### config.mk
export PLATFORM = sky130hd
export DESIGN_NAME = i2c_stat_mon
export DESIGN_NICKNAME = d
export VERILOG_FILES = /design/src/rtl/i2c_stat_pkg.sv /design/src/rtl/i2c_line_events.sv /design/src/rtl/i2c_byte_track.sv /design/src/rtl/i2c_stat_reg.sv /design/src/rtl/i2c_stat_mon.sv
export SDC_FILE = /design/constraint.sdc
export NUM_CORES = 1
export LEC_CHECK = 0
export ABC_AREA = 1
export BUFFER_PORTS_ARGS = -buffer_cell sky130_fd_sc_hd__buf_2
export CAP_MARGIN = 40
export CORE_ASPECT_RATIO = 0.9
export CORE_MARGIN = 3
export CORE_UTILIZATION = 35
export CTS_CLUSTER_DIAMETER = 100
export DETAILED_ROUTE_END_ITERATION = 7
export PLACE_DENSITY = 0.56
export RECOVER_POWER = 50
export SYNTH_ARGS = -nofsm -noshare
export SYNTH_HDL_FRONTEND = slang
export SYNTH_HIERARCHICAL = 1
export SYNTH_SLANG_ARGS = --single-unit
### constraint.sdc
create_clock -name clk -period 4.98 [get_ports clk]
set_clock_uncertainty 0.15 [all_clocks]
set_input_delay 0.498 -clock clk [delete_from_list [all_inputs] [get_ports clk]]
set_output_delay 0.498 -clock clk [all_outputs]
set_load 0.005 [all_outputs]
### src/rtl/i2c_stat_pkg.sv
`timescale 1ns/1ps
package i2c_stat_pkg;

    localparam int ST_W   = 8;
    localparam int B_TCF  = 7;
    localparam int B_AAS  = 6;
    localparam int B_BUSY = 5;
    localparam int B_ARBL = 4;
    localparam int B_RSV  = 3;
    localparam int B_SRW  = 2;
    localparam int B_PEND = 1;
    localparam int B_RACK = 0;

    // field order equals the bit map of the status word
    typedef struct packed {
        logic tcf;
        logic aas;
        logic busy;
        logic arbl;
        logic rsv;
        logic srw;
        logic pend;
        logic rack;
    } stat_t;

    typedef struct packed {
        logic scl_rise;
        logic scl_fall;
        logic start;
        logic stop;
    } line_ev_t;

    typedef struct packed {
        logic data_rise;   // rising SCL of one of the byte's data bits
        logic ack_rise;    // rising SCL of the ninth clock
        logic first_rise;  // rising SCL of the byte's first bit
        logic byte_done;   // falling SCL ending the ninth clock
        logic match;       // own address recognised
        logic bit_val;     // SDA at this rising edge
    } byte_ev_t;

    function automatic stat_t stat_reset();
        stat_t s;
        s     = '0;
        s.tcf = 1'b1;
        return s;
    endfunction

    // sticky flag: keep unless a software write stores zero
    function automatic logic sw_keep(input logic cur, input logic wr, input logic val);
        return cur & ~(wr & ~val);
    endfunction

endpackage

### src/rtl/i2c_line_events.sv
`timescale 1ns/1ps
module i2c_line_events
    import i2c_stat_pkg::*;
(
    input  logic     clk,
    input  logic     rst,
    input  logic     scl_i,
    input  logic     sda_i,
    output line_ev_t ev
);

    logic scl_q;
    logic sda_q;

    always_ff @(posedge clk) begin
        if (rst) begin
            scl_q <= 1'b1;
            sda_q <= 1'b1;
        end else begin
            scl_q <= scl_i;
            sda_q <= sda_i;
        end
    end

    always_comb begin
        ev.scl_rise = scl_i & ~scl_q;
        ev.scl_fall = ~scl_i & scl_q;
        ev.start    = scl_i & scl_q & sda_q & ~sda_i;
        ev.stop     = scl_i & scl_q & ~sda_q & sda_i;
    end

endmodule

### src/rtl/i2c_byte_track.sv
`timescale 1ns/1ps
module i2c_byte_track
    import i2c_stat_pkg::*;
#(
    parameter int ADDR_W = 7
) (
    input  logic              clk,
    input  logic              rst,
    input  line_ev_t          ev,
    input  logic              sda_i,
    input  logic              is_master_i,
    input  logic [ADDR_W-1:0] own_addr_i,
    output byte_ev_t          bev
);

    localparam int BYTE_BITS = ADDR_W + 1;
    localparam int CNT_W     = $clog2(BYTE_BITS + 1);
    localparam logic [CNT_W-1:0] ACK_IDX  = CNT_W'(BYTE_BITS);
    localparam logic [CNT_W-1:0] LAST_IDX = CNT_W'(BYTE_BITS - 1);

    logic [CNT_W-1:0]  cnt;      // completed clocks of the current byte
    logic              hi;       // a rising edge belongs to the current bit
    logic              addr_ph;  // first byte after START
    logic [ADDR_W-1:0] sh;

    always_comb begin
        bev.data_rise  = ev.scl_rise && (cnt < ACK_IDX);
        bev.ack_rise   = ev.scl_rise && (cnt == ACK_IDX);
        bev.first_rise = ev.scl_rise && (cnt == '0);
        bev.byte_done  = ev.scl_fall && hi && (cnt == ACK_IDX);
        bev.match      = ev.scl_rise && (cnt == LAST_IDX) && addr_ph
                         && !is_master_i && (sh == own_addr_i);
        bev.bit_val    = sda_i;
    end

    always_ff @(posedge clk) begin
        if (rst) begin
            cnt     <= '0;
            hi      <= 1'b0;
            addr_ph <= 1'b0;
            sh      <= '0;
        end else if (ev.start || ev.stop) begin
            cnt     <= '0;
            hi      <= 1'b0;
            addr_ph <= ev.start;
        end else begin
            if (ev.scl_rise) begin
                hi <= 1'b1;
                if (bev.data_rise)
                    sh <= {sh[ADDR_W-2:0], sda_i};
            end
            if (ev.scl_fall && hi) begin
                hi <= 1'b0;
                if (cnt == ACK_IDX) begin
                    cnt     <= '0;
                    addr_ph <= 1'b0;
                end else begin
                    cnt <= cnt + CNT_W'(1);
                end
            end
        end
    end

endmodule

### src/rtl/i2c_stat_reg.sv
`timescale 1ns/1ps
module i2c_stat_reg
    import i2c_stat_pkg::*;
(
    input  logic     clk,
    input  logic     rst,
    input  byte_ev_t bev,
    input  logic     start_det,
    input  logic     stop_det,
    input  logic     sda_drv_i,
    input  logic     is_master_i,
    input  logic     is_tx_i,
    input  logic     start_req_i,
    input  logic     rstart_req_i,
    input  logic     stop_req_i,
    input  logic     ctrl_wr_i,
    input  logic     sw_wr_i,
    input  logic     sw_al_i,
    input  logic     sw_pend_i,
    output stat_t    st
);

    stat_t st_n;
    logic  lost_tx, lost_ack, lost_start, lost_rstart, lost_stop, lost_any;

    always_comb begin
        lost_tx     = is_master_i && is_tx_i && bev.data_rise && sda_drv_i && !bev.bit_val;
        lost_ack    = is_master_i && !is_tx_i && bev.ack_rise && sda_drv_i && !bev.bit_val;
        lost_start  = start_req_i && st.busy;
        lost_rstart = rstart_req_i && !is_master_i;
        lost_stop   = stop_det && is_master_i && !stop_req_i;
        lost_any    = lost_tx | lost_ack | lost_start | lost_rstart | lost_stop;
    end

    always_comb begin
        st_n = st;
        if (bev.first_rise) st_n.tcf = 1'b0;
        if (bev.byte_done)  st_n.tcf = 1'b1;

        if (ctrl_wr_i) st_n.aas = 1'b0;
        if (bev.match) begin
            st_n.aas = 1'b1;
            st_n.srw = bev.bit_val;
        end

        if (start_det) st_n.busy = 1'b1;
        if (stop_det)  st_n.busy = 1'b0;

        st_n.arbl = sw_keep(st.arbl, sw_wr_i, sw_al_i) | lost_any;
        st_n.pend = sw_keep(st.pend, sw_wr_i, sw_pend_i) | lost_any | bev.byte_done
                    | (bev.match && !bev.bit_val);

        if (bev.ack_rise) st_n.rack = bev.bit_val;
        st_n.rsv = 1'b0;
    end

    always_ff @(posedge clk) begin
        if (rst) st <= stat_reset();
        else     st <= st_n;
    end

endmodule

### src/rtl/i2c_stat_mon.sv
`timescale 1ns/1ps
module i2c_stat_mon
    import i2c_stat_pkg::*;
#(
    parameter int ADDR_W = 7
) (
    input  logic              clk,
    input  logic              rst,
    input  logic              scl_i,
    input  logic              sda_i,
    input  logic              sda_drv_i,
    input  logic              is_master_i,
    input  logic              is_tx_i,
    input  logic              start_req_i,
    input  logic              rstart_req_i,
    input  logic              stop_req_i,
    input  logic [ADDR_W-1:0] own_addr_i,
    input  logic              irq_en_i,
    input  logic              ctrl_wr_i,
    input  logic              sw_wr_i,
    input  logic              sw_al_i,
    input  logic              sw_pend_i,
    output logic [ST_W-1:0]   status_o,
    output logic              irq_o
);

    line_ev_t lev;
    byte_ev_t bev;
    stat_t    st;

    i2c_line_events u_line (
        .clk   (clk),
        .rst   (rst),
        .scl_i (scl_i),
        .sda_i (sda_i),
        .ev    (lev)
    );

    i2c_byte_track #(.ADDR_W(ADDR_W)) u_byte (
        .clk         (clk),
        .rst         (rst),
        .ev          (lev),
        .sda_i       (sda_i),
        .is_master_i (is_master_i),
        .own_addr_i  (own_addr_i),
        .bev         (bev)
    );

    i2c_stat_reg u_stat (
        .clk          (clk),
        .rst          (rst),
        .bev          (bev),
        .start_det    (lev.start),
        .stop_det     (lev.stop),
        .sda_drv_i    (sda_drv_i),
        .is_master_i  (is_master_i),
        .is_tx_i      (is_tx_i),
        .start_req_i  (start_req_i),
        .rstart_req_i (rstart_req_i),
        .stop_req_i   (stop_req_i),
        .ctrl_wr_i    (ctrl_wr_i),
        .sw_wr_i      (sw_wr_i),
        .sw_al_i      (sw_al_i),
        .sw_pend_i    (sw_pend_i),
        .st           (st)
    );

    assign status_o = st;
    assign irq_o    = st.pend & irq_en_i;

endmodule

==> results by stage <==
Status:
- The run finished with clean final reports.

Setup path:
- The slowest cell on the critical path is sky130_fd_sc_hd__nor2_1.
- The launch instance of the worst register-to-register path is u_line/scl_q$_SDFF_PP1_.
- Traced cell by cell, the critical path runs through clkbuf_1 > nand2_1 > nor2_1 > nor2_4 > nand2_1 > clkinv_1 > nor2_1 > nor2_1.
- The largest single stage delay on the critical path is 340 ps.
- The worst setup path is of the input port to flop kind.
- The total buffers and inverters traversed by the critical path is 2.
- The flop-to-flop setup slack is 3100 ps.
- The cell occurring most often along the worst timing path is sky130_fd_sc_hd__nor2_1.
- The element type at the critical path start is an input port.
- The kind of end point of the critical path is a flop.
- The cell family contributing the most delay on the critical path is simple AND/OR/NAND/NOR gates.
- The worst endpoint required time is 4990 ps.
- Data arrives at the worst endpoint at 1930 ps.
- The largest fanout of any net on the critical path is 11.
- The endpoint identified for the worst register-to-register timing path is u_stat/st[1]$_SDFF_PP0_.
- For the worst flop-to-flop path, the logic depth is 14.

Worst hold path:
- The class of the most critical hold timing path is input port to flop.
- The cell count of the worst hold path is 3.
- The endpoint of the worst hold path is u_line/scl_q$_SDFF_PP1_.
- In this run the most critical hold path is launched from scl_i.

Floorplanning:
- During I/O placement, the number of pins put on the boundary was 31.
- The floorplan step defined a core boundary enclosing 3138 sq um.
- From left edge to right edge, the die measures 66.94 um.
- The vertical extent of the die is 60.85 um.
- Once the floorplan was initialized, standard cells occupied 37.28% of the core.
- The total number of placement rows is 19.
- The die area is 4073 sq um.

Clocking:
- After clock tree synthesis, the clock-pin slew on the worst setup and hold paths is 80 ps.
- TritonCTS built the clock tree.
- The post-CTS setup-driven buffer insertion count is 0.
- Counting the buffers created by CTS gives 3.
- The number of gates given a new drive strength after cts is 0.
- Clock tree synthesis found a total of 22 sinks.
- The cell sitting at the root of the clock tree is a sky130_fd_sc_hd__clkbuf_8.
- The longest clock path from root to sink contains 2 buffers.
- The total number of H-tree levels is 1.
- The quantity of hold-fixing buffers added after cts is 0.
- The clock network latency to the later pin of the worst-skew pair is 260 ps.

Timing:
- The maximum clock rate is 521.6 MHz.
- Setup repair after global routing left no endpoint under its margin.
- The final hold violation count came to 0.
- The total negative setup slack is 0 ps.
- After layout, the minimum clock period comes to 1917 ps.
- The final max-slew violation count is 0.
- After layout, the worst path uses 38.50% of the clock period.
- The final worst-path setup slack is 3063 ps.
- The count of final setup violators is 0.

Layout:
- Once layout is complete, the utilization of the core stands at 43.62%.
- The antenna diode instance count is 0.
- The sequential cells in the finished layout cover a total of 440.4 sq um.
- The number of filler instances in the final layout is 364.
- The top cell types in the final layout, fill and taps aside, are sky130_fd_sc_hd__nand2_1, sky130_fd_sc_hd__nor2_1, sky130_fd_sc_hd__inv_1, sky130_fd_sc_hd__buf_2, sky130_fd_sc_hd__dfxtp_1.
- The net total in the final layout is 231.
- The fraction of final layout cells sized beyond drive strength 1 is 17.48%.
- The area taken by multi-input logic gates is 540.5 sq um.
- The finished cells cover 1369 sq um.
- The area growth from synthesis to layout is 17.01%.

Power:
- The largest voltage drop on the vdd net is 0.0001484 V.
- In this run the power density over the cells is 265.7 nW/um^2.
- For this design the static power due to leakage is 0.7109 nW.

Route:
- After the first detailed-routing iteration, the DRC count stood at 27.
- After detailed routing, the average wire length per cell comes to 9.185 um.
- The total vias in the final route is 1,058.
- The mean number of vias per cell is 4.266.
- The number of iterations in the first detailed-routing pass is 4.
- The antenna violation net count after detailed routing is 0.
- In the routed design, unresolved DRC markers number 0.
- After detailed routing, the total wire length is 2278 um.

Global route:
- Entering global routing, the biggest net connects 13 pins.
- The initial antenna violation count came to 0.
- The first global-routing pass estimated 3677 um of wire.
- The total global-route track usage is 11.79%.
- The via count of the first global-routing pass was 913.
- The global-route congestion overflow total is 0.

Placement:
- The wire-length estimate of the detail-placed layout is 1905 um.
- The number of port buffers is 29.
- At the placement stage, the worst setup path has a slack of 2874 ps.
- Summing all placed instances gives a cell area of 1341 sq um.
- The final RePlAce weighted congestion is 0.7844.

Yosys:
- The number of nets in the synthesized netlist is 200.
- Yosys mapped the design onto 27 distinct sky130hd cell types.
- In this run, synthesis produced a sequential element count of 22.
- Each instance of the synthesized netlist takes up on average 6.647 sq um.
- The count of yosys warnings during synthesis is 6.
- In this run the cell area of the synthesized design comes to 1170 sq um.
- The post-synthesis instance total is 176.
- The share of the yosys chip area belonging to registers is 37.65%.

Run:
- The tool flagged a number of max-cap violations equal to 0.
worst max path at each step:
stage | startpoint | endpoint | depth (start not counted) | slack (ps)
floorplan | scl_i | u_stat/st[1]$_SDFF_PP0_ | 15 | 3150
global placement | scl_i | u_stat/st[1]$_SDFF_PP0_ | 16 | 2940
detailed placement | scl_i | u_stat/st[1]$_SDFF_PP0_ | 16 | 2870
CTS | scl_i | u_stat/st[1]$_SDFF_PP0_ | 16 | 3160
global route | scl_i | u_stat/st[1]$_SDFF_PP0_ | 16 | 2850
finish | sda_i | u_byte/sh[0]$_SDFFE_PP0P_ | 8 | 3060
registers in the layout, indices dropped and copies added, names as in the netlist:
name and cells:
u_byte/addr_ph 1, u_byte/cnt 4, u_line/scl_q 1, u_line/sda_q 1, u_byte/hi 1, u_byte/sh 7, u_stat/st 7
logic make-up (layout without fill, tap and decap cells):
group                    count (synthesis)  count (layout)  synth area share [%]
AO/OA/AOI/OAI                           22              22                 10.48
XOR/XNOR                                 4               4                 2.995
adder cells (fa/ha/maj)                  2               2                 2.139
buffers and inverters                   41              71                 14.44
flip-flops                              22              22                 37.65
other                                    1               1                0.3205
AND/OR/NAND/NOR                         84              84                 31.98
where the power goes:
group | leakage [nW] | switching (mW) | total [mW] | internal, mW
Combinational | 0.502 | 0.0260 | 0.0470 | 0.0210
Sequential | 0.180 | 0.00482 | 0.188 | 0.183
Clock | 0.0288 | 0.0582 | 0.129 | 0.0705
Total | 0.711 | 0.0890 | 0.364 | 0.275
final cells by class:
class	count	share of cell area (%)
clock buffer	4	4.022
inverter	38	10.42
multi-input combinational	113	39.49
sequential	22	32.18
tap	42	3.839
timing repair buffer	29	10.05
cell usage after synthesis, drive strengths merged:
library cell / n / area, sq um
dfxtp: 22 / 440.4
nor3: 2 / 10.01
ha: 2 / 25.02
o211ai: 1 / 7.510
a21boi: 1 / 7.510
nand3: 7 / 45.04
a21oi: 6 / 30.03
buf: 3 / 26.27
conb: 1 / 3.750
xnor2: 3 / 26.28
clkinv: 2 / 7.510
o211a: 1 / 10.01
o21ai: 12 / 60.05
xor2: 1 / 8.760
nor2: 37 / 161.4
nand2: 36 / 145.1
o21a: 1 / 7.510
inv: 36 / 135.1
or2: 2 / 12.52
metrics by stage:
stage	cells	hold slack (ps)	power (mW)
floorplan	176	286.3	0.2242
global placement	244	294.7	0.2399
detailed placement	244	309.3	0.2413
CTS	248	302.3	0.3717
global route	248	325.7	0.3841
finish	248	307.2	0.3637
worst min-delay path, delay by kind of cell:
kind / cells / cell delay [ps]
and+or+nand+nor: 1 / 50
buffers and inverters: 2 / 150
metal layers:
layer	vias to the layer above	wire (um)	GRT usage, %
li1	588	-	-
met3	3	140	3.889
met2	23	980	19.77
met1	444	1147	14.86
met4	0	10	2.601
met5	-	0	0
Power figures use the tool's default switching activity.
